## config.mk

```make
export PLATFORM = sky130hd
export DESIGN_NAME = smbus_host_seq
export DESIGN_NICKNAME = d
export VERILOG_FILES = /design/src/rtl/smbus_seq_pkg.sv /design/src/rtl/smbus_seq_txmux.sv /design/src/rtl/smbus_seq_rxbuf.sv /design/src/rtl/smbus_seq_ctrl.sv /design/src/rtl/smbus_host_seq.sv
export SDC_FILE = /design/constraint.sdc
export NUM_CORES = 1
export LEC_CHECK = 0
export ABC_AREA = 1
export CAP_MARGIN = 20
export CELL_PAD_IN_SITES_DETAIL_PLACEMENT = 1
export CELL_PAD_IN_SITES_GLOBAL_PLACEMENT = 2
export CORE_ASPECT_RATIO = 0.9
export CORE_MARGIN = 2
export CORE_UTILIZATION = 24
export DETAILED_ROUTE_END_ITERATION = 16
export PLACE_DENSITY = 0.87
export SLEW_MARGIN = 15
export SYNTH_ARGS = -nofsm -noshare
export SYNTH_HDL_FRONTEND = slang
export SYNTH_SLANG_ARGS = --single-unit
```

## constraint.sdc

```tcl
create_clock -name clk -period 2.85 [get_ports clk]
set_input_delay 0.57 -clock clk [delete_from_list [all_inputs] [get_ports clk]]
set_output_delay 0.57 -clock clk [all_outputs]
set_load 0.05 [all_outputs]
```

## src/rtl/smbus_seq_pkg.sv

```systemverilog
package smbus_seq_pkg;

    typedef enum logic [3:0] {
        P_QUICK  = 4'd0,
        P_SEND   = 4'd1,
        P_RECV   = 4'd2,
        P_WBYTE  = 4'd3,
        P_RBYTE  = 4'd4,
        P_WWORD  = 4'd5,
        P_RWORD  = 4'd6,
        P_PCALL  = 4'd7,
        P_BWRITE = 4'd8,
        P_BREAD  = 4'd9,
        P_BPCALL = 4'd10
    } proto_e;

    typedef enum logic [2:0] {
        OP_START  = 3'd0,
        OP_RSTART = 3'd1,
        OP_WRITE  = 3'd2,
        OP_READ   = 3'd3,
        OP_ACK    = 3'd4,
        OP_STOP   = 3'd5
    } eng_op_e;

    typedef enum logic [3:0] {
        ST_IDLE,
        ST_START,
        ST_ADDR1,
        ST_CMD,
        ST_WCNT,
        ST_WDATA,
        ST_RSTART,
        ST_ADDR2,
        ST_RCNT,
        ST_RCNT_ACK,
        ST_RDATA,
        ST_RDATA_ACK,
        ST_STOP
    } phase_e;

    typedef struct packed {
        proto_e     proto;
        logic [6:0] addr;
        logic       dir1;
        logic [7:0] cmd;
    } req_t;

    function automatic logic [1:0] fixed_wr_len(proto_e p);
        case (p)
            P_WBYTE:          return 2'd1;
            P_WWORD, P_PCALL: return 2'd2;
            default:          return 2'd0;
        endcase
    endfunction

    function automatic logic [1:0] fixed_rd_len(proto_e p);
        case (p)
            P_RECV, P_RBYTE:  return 2'd1;
            P_RWORD, P_PCALL: return 2'd2;
            default:          return 2'd0;
        endcase
    endfunction

    function automatic logic is_block_wr(proto_e p);
        return (p == P_BWRITE) || (p == P_BPCALL);
    endfunction

    function automatic logic is_block_rd(proto_e p);
        return (p == P_BREAD) || (p == P_BPCALL);
    endfunction

    function automatic logic needs_rstart(proto_e p);
        return (p == P_RBYTE) || (p == P_RWORD) || (p == P_PCALL) || is_block_rd(p);
    endfunction

    function automatic int count_limit(proto_e p, int max_bytes);
        return (p == P_BPCALL) ? max_bytes - 1 : max_bytes;
    endfunction

endpackage

```

## src/rtl/smbus_seq_txmux.sv

```systemverilog
module smbus_seq_txmux
    import smbus_seq_pkg::*;
#(
    parameter int MAX_BYTES = 32,
    parameter int CW        = $clog2(MAX_BYTES + 1)
) (
    input  phase_e                   phase,
    input  req_t                     req,
    input  logic [CW-1:0]            wcount,
    input  logic [CW-1:0]            idx,
    input  logic [MAX_BYTES*8-1:0]   wr_data,
    output logic [7:0]               tx_byte
);
    localparam int IW = (MAX_BYTES > 1) ? $clog2(MAX_BYTES) : 1;

    logic [7:0] data_byte;
    logic [IW-1:0] sel;

    assign sel       = IW'(idx);
    assign data_byte = wr_data[sel*8 +: 8];

    always_comb begin
        case (phase)
            ST_ADDR1: tx_byte = {req.addr, req.dir1};
            ST_ADDR2: tx_byte = {req.addr, 1'b1};
            ST_CMD:   tx_byte = req.cmd;
            ST_WCNT:  tx_byte = 8'(wcount);
            ST_WDATA: tx_byte = data_byte;
            default:  tx_byte = 8'h00;
        endcase
    end
endmodule

```

## src/rtl/smbus_seq_rxbuf.sv

```systemverilog
module smbus_seq_rxbuf #(
    parameter int MAX_BYTES = 32,
    parameter int CW        = $clog2(MAX_BYTES + 1)
) (
    input  logic                     clk,
    input  logic                     rst,
    input  logic                     clear,
    input  logic                     wr_en,
    input  logic [CW-1:0]            wr_idx,
    input  logic [7:0]               wr_byte,
    output logic [MAX_BYTES*8-1:0]   data,
    output logic [CW-1:0]            count
);
    for (genvar g = 0; g < MAX_BYTES; g++) begin : g_slot
        always_ff @(posedge clk) begin
            if (rst || clear) begin
                data[g*8 +: 8] <= 8'h00;
            end else if (wr_en && (wr_idx == CW'(g))) begin
                data[g*8 +: 8] <= wr_byte;
            end
        end
    end

    always_ff @(posedge clk) begin
        if (rst || clear) begin
            count <= '0;
        end else if (wr_en) begin
            count <= wr_idx + 1'b1;
        end
    end

    a_r7_idx_in_range: assert property (@(posedge clk) disable iff (rst)
        wr_en |-> (wr_idx < CW'(MAX_BYTES)));
endmodule

```

## src/rtl/smbus_seq_ctrl.sv

```systemverilog
module smbus_seq_ctrl
    import smbus_seq_pkg::*;
#(
    parameter int MAX_BYTES = 32,
    parameter int CW        = $clog2(MAX_BYTES + 1)
) (
    input  logic           clk,
    input  logic           rst,
    input  logic           start,
    input  logic [3:0]     proto,
    input  logic [6:0]     target_addr,
    input  logic           quick_dir,
    input  logic [7:0]     command,
    input  logic [CW-1:0]  wr_count,
    output logic           busy,
    output logic           done,
    output logic           err_nack,
    output logic           err_proto,
    output phase_e         phase,
    output req_t           req,
    output logic [CW-1:0]  wcount,
    output logic [CW-1:0]  idx,
    output logic           rx_clear,
    output logic           rx_we,
    output logic           eng_go,
    output eng_op_e        eng_op,
    output logic           eng_nack,
    input  logic           eng_done,
    input  logic [7:0]     eng_rbyte,
    input  logic           eng_acked
);
    logic          pend;
    logic [CW-1:0] nbytes;
    logic          bad_cnt;
    logic          accept;
    logic          step;
    logic          last;
    proto_e        p_in;
    logic [CW-1:0] wr_lim;

    assign accept   = start && !busy;
    assign step     = pend && eng_done;
    assign last     = (idx == nbytes - 1'b1);
    assign rx_clear = accept;
    assign rx_we    = (phase == ST_RDATA) && step;
    assign p_in     = (proto > 4'd10) ? P_QUICK : proto_e'(proto);
    assign wr_lim   = CW'(count_limit(p_in, MAX_BYTES));

    always_comb begin
        case (phase)
            ST_START:                 eng_op = OP_START;
            ST_RSTART:                eng_op = OP_RSTART;
            ST_RCNT, ST_RDATA:        eng_op = OP_READ;
            ST_RCNT_ACK, ST_RDATA_ACK: eng_op = OP_ACK;
            ST_STOP:                  eng_op = OP_STOP;
            default:                  eng_op = OP_WRITE;
        endcase
        eng_nack = (phase == ST_RCNT_ACK) ? bad_cnt :
                   (phase == ST_RDATA_ACK) ? last : 1'b0;
    end

    always_ff @(posedge clk) begin
        if (rst) begin
            phase     <= ST_IDLE;
            busy      <= 1'b0;
            done      <= 1'b0;
            err_nack  <= 1'b0;
            err_proto <= 1'b0;
            pend      <= 1'b0;
            eng_go    <= 1'b0;
            idx       <= '0;
            nbytes    <= '0;
            bad_cnt   <= 1'b0;
            wcount    <= '0;
            req       <= '0;
        end else begin
            eng_go <= 1'b0;
            done   <= 1'b0;
            if (phase == ST_IDLE) begin
                if (accept) begin
                    req.proto <= p_in;
                    req.addr  <= target_addr;
                    req.cmd   <= command;
                    req.dir1  <= (p_in == P_QUICK) ? quick_dir : (p_in == P_RECV);
                    wcount    <= (wr_count > wr_lim) ? wr_lim : wr_count;
                    busy      <= 1'b1;
                    err_nack  <= 1'b0;
                    err_proto <= 1'b0;
                    pend      <= 1'b0;
                    phase     <= ST_START;
                end
            end else if (!pend) begin
                eng_go <= 1'b1;
                pend   <= 1'b1;
            end else if (eng_done) begin
                pend <= 1'b0;
                case (phase)
                    ST_START: phase <= ST_ADDR1;
                    ST_ADDR1: begin
                        if (!eng_acked) begin
                            err_nack <= 1'b1;
                            phase    <= ST_STOP;
                        end else if (req.proto == P_QUICK) begin
                            phase <= ST_STOP;
                        end else if (req.proto == P_RECV) begin
                            idx    <= '0;
                            nbytes <= CW'(1);
                            phase  <= ST_RDATA;
                        end else begin
                            phase <= ST_CMD;
                        end
                    end
                    ST_CMD: begin
                        if (!eng_acked) begin
                            err_nack <= 1'b1;
                            phase    <= ST_STOP;
                        end else if (req.proto == P_SEND) begin
                            phase <= ST_STOP;
                        end else if (is_block_wr(req.proto)) begin
                            phase <= ST_WCNT;
                        end else if (fixed_wr_len(req.proto) != 2'd0) begin
                            idx    <= '0;
                            nbytes <= CW'(fixed_wr_len(req.proto));
                            phase  <= ST_WDATA;
                        end else begin
                            phase <= ST_RSTART;
                        end
                    end
                    ST_WCNT: begin
                        if (!eng_acked) begin
                            err_nack <= 1'b1;
                            phase    <= ST_STOP;
                        end else if (wcount == '0) begin
                            phase <= needs_rstart(req.proto) ? ST_RSTART : ST_STOP;
                        end else begin
                            idx    <= '0;
                            nbytes <= wcount;
                            phase  <= ST_WDATA;
                        end
                    end
                    ST_WDATA: begin
                        if (!eng_acked) begin
                            err_nack <= 1'b1;
                            phase    <= ST_STOP;
                        end else if (last) begin
                            phase <= needs_rstart(req.proto) ? ST_RSTART : ST_STOP;
                        end else begin
                            idx <= idx + 1'b1;
                        end
                    end
                    ST_RSTART: phase <= ST_ADDR2;
                    ST_ADDR2: begin
                        if (!eng_acked) begin
                            err_nack <= 1'b1;
                            phase    <= ST_STOP;
                        end else if (is_block_rd(req.proto)) begin
                            phase <= ST_RCNT;
                        end else begin
                            idx    <= '0;
                            nbytes <= CW'(fixed_rd_len(req.proto));
                            phase  <= ST_RDATA;
                        end
                    end
                    ST_RCNT: begin
                        bad_cnt <= (eng_rbyte == 8'd0) ||
                                   (eng_rbyte > 8'(count_limit(req.proto, MAX_BYTES)));
                        nbytes  <= CW'(eng_rbyte);
                        phase   <= ST_RCNT_ACK;
                    end
                    ST_RCNT_ACK: begin
                        if (bad_cnt) begin
                            err_proto <= 1'b1;
                            phase     <= ST_STOP;
                        end else begin
                            idx   <= '0;
                            phase <= ST_RDATA;
                        end
                    end
                    ST_RDATA: phase <= ST_RDATA_ACK;
                    ST_RDATA_ACK: begin
                        if (last) begin
                            phase <= ST_STOP;
                        end else begin
                            idx   <= idx + 1'b1;
                            phase <= ST_RDATA;
                        end
                    end
                    ST_STOP: begin
                        phase <= ST_IDLE;
                        busy  <= 1'b0;
                        done  <= 1'b1;
                    end
                    default: phase <= ST_STOP;
                endcase
            end
        end
    end

    // completion is a single-cycle pulse
    a_r13_done_pulse: assert property (@(posedge clk) disable iff (rst)
        done |=> !done);
    a_r13_done_idle: assert property (@(posedge clk) disable iff (rst)
        done |-> !busy);
    // one primitive in flight at a time
    a_r2_go_spaced: assert property (@(posedge clk) disable iff (rst)
        eng_go |=> !eng_go);
    // a finished STOP always ends the transaction
    a_r3_stop_ends: assert property (@(posedge clk) disable iff (rst)
        (step && eng_op == OP_STOP) |=> done);
    // one abort cause per transaction
    a_r10_err_excl: assert property (@(posedge clk) disable iff (rst)
        !(err_nack && err_proto));
    // a start during a transaction does not end it
    a_r12_start_busy: assert property (@(posedge clk) disable iff (rst)
        (busy && start && !step) |=> busy);
endmodule

```

## src/rtl/smbus_host_seq.sv

```systemverilog
module smbus_host_seq
    import smbus_seq_pkg::*;
#(
    parameter int MAX_BYTES = 32,
    parameter int CW        = $clog2(MAX_BYTES + 1)
) (
    input  logic                     clk,
    input  logic                     rst,
    input  logic                     start,
    input  logic [3:0]               proto,
    input  logic [6:0]               target_addr,
    input  logic                     quick_dir,
    input  logic [7:0]               command,
    input  logic [CW-1:0]            wr_count,
    input  logic [MAX_BYTES*8-1:0]   wr_data,
    output logic                     busy,
    output logic                     done,
    output logic                     err_nack,
    output logic                     err_proto,
    output logic [CW-1:0]            rd_count,
    output logic [MAX_BYTES*8-1:0]   rd_data,
    output logic                     eng_go,
    output logic [2:0]               eng_op,
    output logic [7:0]               eng_wbyte,
    output logic                     eng_nack,
    input  logic                     eng_done,
    input  logic [7:0]               eng_rbyte,
    input  logic                     eng_acked
);
    phase_e        phase;
    req_t          req;
    eng_op_e       op_e;
    logic [CW-1:0] wcount;
    logic [CW-1:0] idx;
    logic          rx_clear;
    logic          rx_we;

    assign eng_op = op_e;

    smbus_seq_ctrl #(.MAX_BYTES(MAX_BYTES), .CW(CW)) u_ctrl (
        .clk(clk), .rst(rst), .start(start), .proto(proto),
        .target_addr(target_addr), .quick_dir(quick_dir), .command(command),
        .wr_count(wr_count), .busy(busy), .done(done), .err_nack(err_nack),
        .err_proto(err_proto), .phase(phase), .req(req), .wcount(wcount),
        .idx(idx), .rx_clear(rx_clear), .rx_we(rx_we), .eng_go(eng_go),
        .eng_op(op_e), .eng_nack(eng_nack), .eng_done(eng_done),
        .eng_rbyte(eng_rbyte), .eng_acked(eng_acked)
    );

    smbus_seq_txmux #(.MAX_BYTES(MAX_BYTES), .CW(CW)) u_txmux (
        .phase(phase), .req(req), .wcount(wcount), .idx(idx),
        .wr_data(wr_data), .tx_byte(eng_wbyte)
    );

    smbus_seq_rxbuf #(.MAX_BYTES(MAX_BYTES), .CW(CW)) u_rxbuf (
        .clk(clk), .rst(rst), .clear(rx_clear), .wr_en(rx_we),
        .wr_idx(idx), .wr_byte(eng_rbyte), .data(rd_data), .count(rd_count)
    );

    // the receive buffer holds while idle and no start arrives
    a_r13_buf_hold: assert property (@(posedge clk) disable iff (rst)
        (!busy && !start) |=> ($stable(rd_data) && $stable(rd_count)));
endmodule

```

==> out/metrics.csv <==
metric;value;unit
status;finished with violations;
violations;setup timing;
path_class;register to output pin;
synth_warnings;0;
start_util;24.3;%
dr.pass1.iters;5;
rsz0062_at_grt;true;
synthCells;2048;
grt_pass1_vias;17783;
ant_nets;0;
cts-buffers-inserted;34;
finalClockSkew;0.0333;ns
cp_num_buf_inv;3;
setup.worst_path.end_class;output pin;
synth.distinct_cells;44;
grt_use_total;24.4;%
io_pins;574;
reg2regPathDepth;11;
fmax;338;MHz
r2r_setup_slack;0.22;ns
synth_area_per_cell;7.29;um^2
area_growth_syn_to_layout;62.3;%
critPathCapture;eng_wbyte[2];
synth.largest_area_cell;dfxtp_1;
setup_ws;-0.110;ns
dp_hpwl;58700;um
cp.arrival;2.39;ns
cts_hold_buf;0;
drt-initial-drc-count;1191;
routedWlPerCell;23.5;um
synth_top_area_share;41.7;%
cp_top_family;simple AND/OR/NAND/NOR gates;
r2r-end;u_rxbuf.data[120]$_SDFFE_PP0P_;
final_common_cell;clkdlybuf4s50_1;
htreeDepth;2;
clkTransAtPathRegs;0.06;ns
max_cap_violations;0;
die_x;267;um
path_cells;buf_12 > buf_16 > o21ai_0 > o22ai_1 > nand2_1 > nand4_1 > nand3_2 > nand2_2 > buf_12;
cts_tree;yes;
vdd_ir_drop_max;0.593;mV
coreArea;61300;um^2
cp_max_fo;21;
grt_pass1_wl;117000;um
clockRootBuffer;clkbuf_16;
fin_nets;2954;
via_count;17432;
holdCritPathClass;register to register;
rr_startpoint;u_ctrl.idx[0]$_SDFFE_PP0P_;
finalNonFillerCells;3471;
clock_sinks;311;
place_area;21900;um^2
cp_num_cells;9;
drc_errors;0;
synthArstFlopShare;0;%
die_h;241;um
cpMaxStageDelayCell;dfxtp_4;
grt_max_degree;65;
syn_area;14900;um^2
yosys_register_bits;311;
finalSetupViolations;7;
clkLatencyLatePin;0.54;ns
antenna_found_initial;15;
clk_path_buf_depth;3;
fin_area;24200;um^2
synth_area_leaders;dfxtp_1 42%, o21ai_0 13%, a21oi_1 11%, nor2_1 6.0%, nand2_1 5.5%;
synth-edff-count;0;
ys_seq_area_share;41.7;%
cp_common_cell;buf_12;
crit_path_start_kind;register;
finalCritPeriodShare;104;%
globalRouteOverflowTotal;0;
viasPerCell;5.02;
required;2.28;ns
slew_headroom;56.1;%
placed_cells;3366;
p_per_area;481;nW/um^2
min_period;2.96;ns
hold_violations;0;
worstSetupStartpoint;u_ctrl.idx[0]$_SDFFE_PP0P_;
slowest_delay;0.36;ns
row_count;86;
fin_tns_setup;-0.456;ns
ys.flop_type;dfxtp_1;
drt-total-wl;81600;um
p_leak;9.54;nW
mostFrequentLayoutCells;561 x clkdlybuf4s50_1, 334 x o21ai_0, 306 x a21oi_1, 304 x dfxtp_1, 213 x nor2_1;
worstMarginPinSlew;0.654;ns
portBuffers;573;
syn_nets;2360;
finalWeightedCongestion;0.945;
dp_slack;-0.174;ns
die-area;64200;um^2
slew_violations;0;
final_layout_size_suffix_gt1_share;13.7;%
[synth_stat cells (5+ instances only)]
cell and n:
ha_1 17, a21oi_1 314, dfxtp_1 311, o21ai_1 40, o21a_1 9, buf_2 20, inv_2 15, buf_6 20
o21ai_0 379, nand4_1 19, buf_1 5, nor3_1 11, nor2_1 237, a21oi_2 6, nand2_1 218, clkinv_1 6
inv_1 143, nor2_2 11, o22ai_1 53, clkbuf_1 91, nor2_4 6, nand3_1 54, nor2_8 20
[metal layers]
layer	part of all wire, %	vias up	GRT usage [%]
li1	-	8179	-
met1	45	8557	33.1
met2	46	569	38.6
met3	6.2	125	5.05
met4	2.8	2	7.97
met5	0.016	-	0
[cell type report]
cell class	instances	area, um^2
multi-input combinational	1429	7740
clock inverter	12	166
tap	792	991
fill	7302	37100
timing repair inverter	1	11.3
inverter	166	649
sequential	311	6240
timing repair buffer	699	7410
antenna	13	32.5
clock buffer	48	985
[state kept, by name, summed over array words and instances (netlist names)]
signal            flops
u_ctrl.nbytes         6
u_ctrl.busy           1
u_ctrl.err_proto      1
u_ctrl.pend           1
u_ctrl.phase          4
u_ctrl.wcount         6
u_ctrl.bad_cnt        1
u_rxbuf.data        256
u_rxbuf.count         6
u_ctrl.done           1
u_ctrl.idx            6
u_ctrl.err_nack       1
u_ctrl.eng_go         1
u_ctrl.req           20
[worst min-delay path by stage]
| stage | cells after the start | slack, ns | start | to |
|---|---|---|---|---|
| global route | 2 | 0.46 | u_rxbuf.data[99]$_SDFFE_PP0P_ | u_rxbuf.data[99]$_SDFFE_PP0P_ |
| global placement | 2 | 0.43 | u_rxbuf.data[186]$_SDFFE_PP0P_ | u_rxbuf.data[186]$_SDFFE_PP0P_ |
| finish | 2 | 0.45 | u_rxbuf.data[103]$_SDFFE_PP0P_ | u_rxbuf.data[103]$_SDFFE_PP0P_ |
| floorplan | 1 | 0.42 | u_ctrl.pend$_SDFFE_PP0P_ | u_ctrl.eng_go$_SDFF_PP0_ |
| detailed placement | 2 | 0.44 | u_rxbuf.data[187]$_SDFFE_PP0P_ | u_rxbuf.data[187]$_SDFFE_PP0P_ |
| CTS | 2 | 0.45 | u_rxbuf.data[187]$_SDFFE_PP0P_ | u_rxbuf.data[187]$_SDFFE_PP0P_ |
[power by group]
part	switching [mW]	internal, mW	total, mW
Combinational	1.45	0.945	2.39
Sequential	0.145	4.51	4.66
Clock	1.84	2.77	4.61
[logic make-up after synthesis]
logic type               Yosys count  synth area share [%]
buffers and inverters            308                  9.26
XOR/XNOR                           4                 0.235
flip-flops                       311                  41.7
AO/OA/AOI/OAI                    818                  28.5
AND/OR/NAND/NOR                  590                  18.8
adder cells (fa/ha/maj)           17                  1.43
[through the flow]
stage | util (%) | total power, mW | hold WS, ns
6_report | 39.5 | 11.7 | 0.446
5_1_grt | 39.5 | 12.2 | 0.465
4_1_cts | 38.8 | 11.7 | 0.447
3_5_place_dp | 35.6 | 7.06 | 0.438
3_3_place_gp | 35.6 | 7.01 | 0.430
2_1_floorplan | - | 5.93 | 0.415
[repair_timing]
| action | in CTS | in global routing |
|---|---|---|
| pin swaps | 26 | 27 |
| endpoints found under the hold margin | 0 | 0 |
| gates resized for setup | 115 | 77 |
| setup buffers | 13 | 6 |
| gates cloned | 12 | 4 |
| endpoints found under the setup margin | 10 | 9 |
[worst register-to-register path: stages (launching register included)]
cell       delay (ns)
dfxtp_4          0.38
buf_12           0.15
buf_12           0.17
clkbuf_16        0.20
buf_4            0.19
ha_1             0.18
inv_1            0.08
nor2_1           0.23
inv_1            0.18
nor2_2           0.44
buf_4            0.26
o21a_1           0.12
Note: power is estimated with default switching activity, not from simulation.
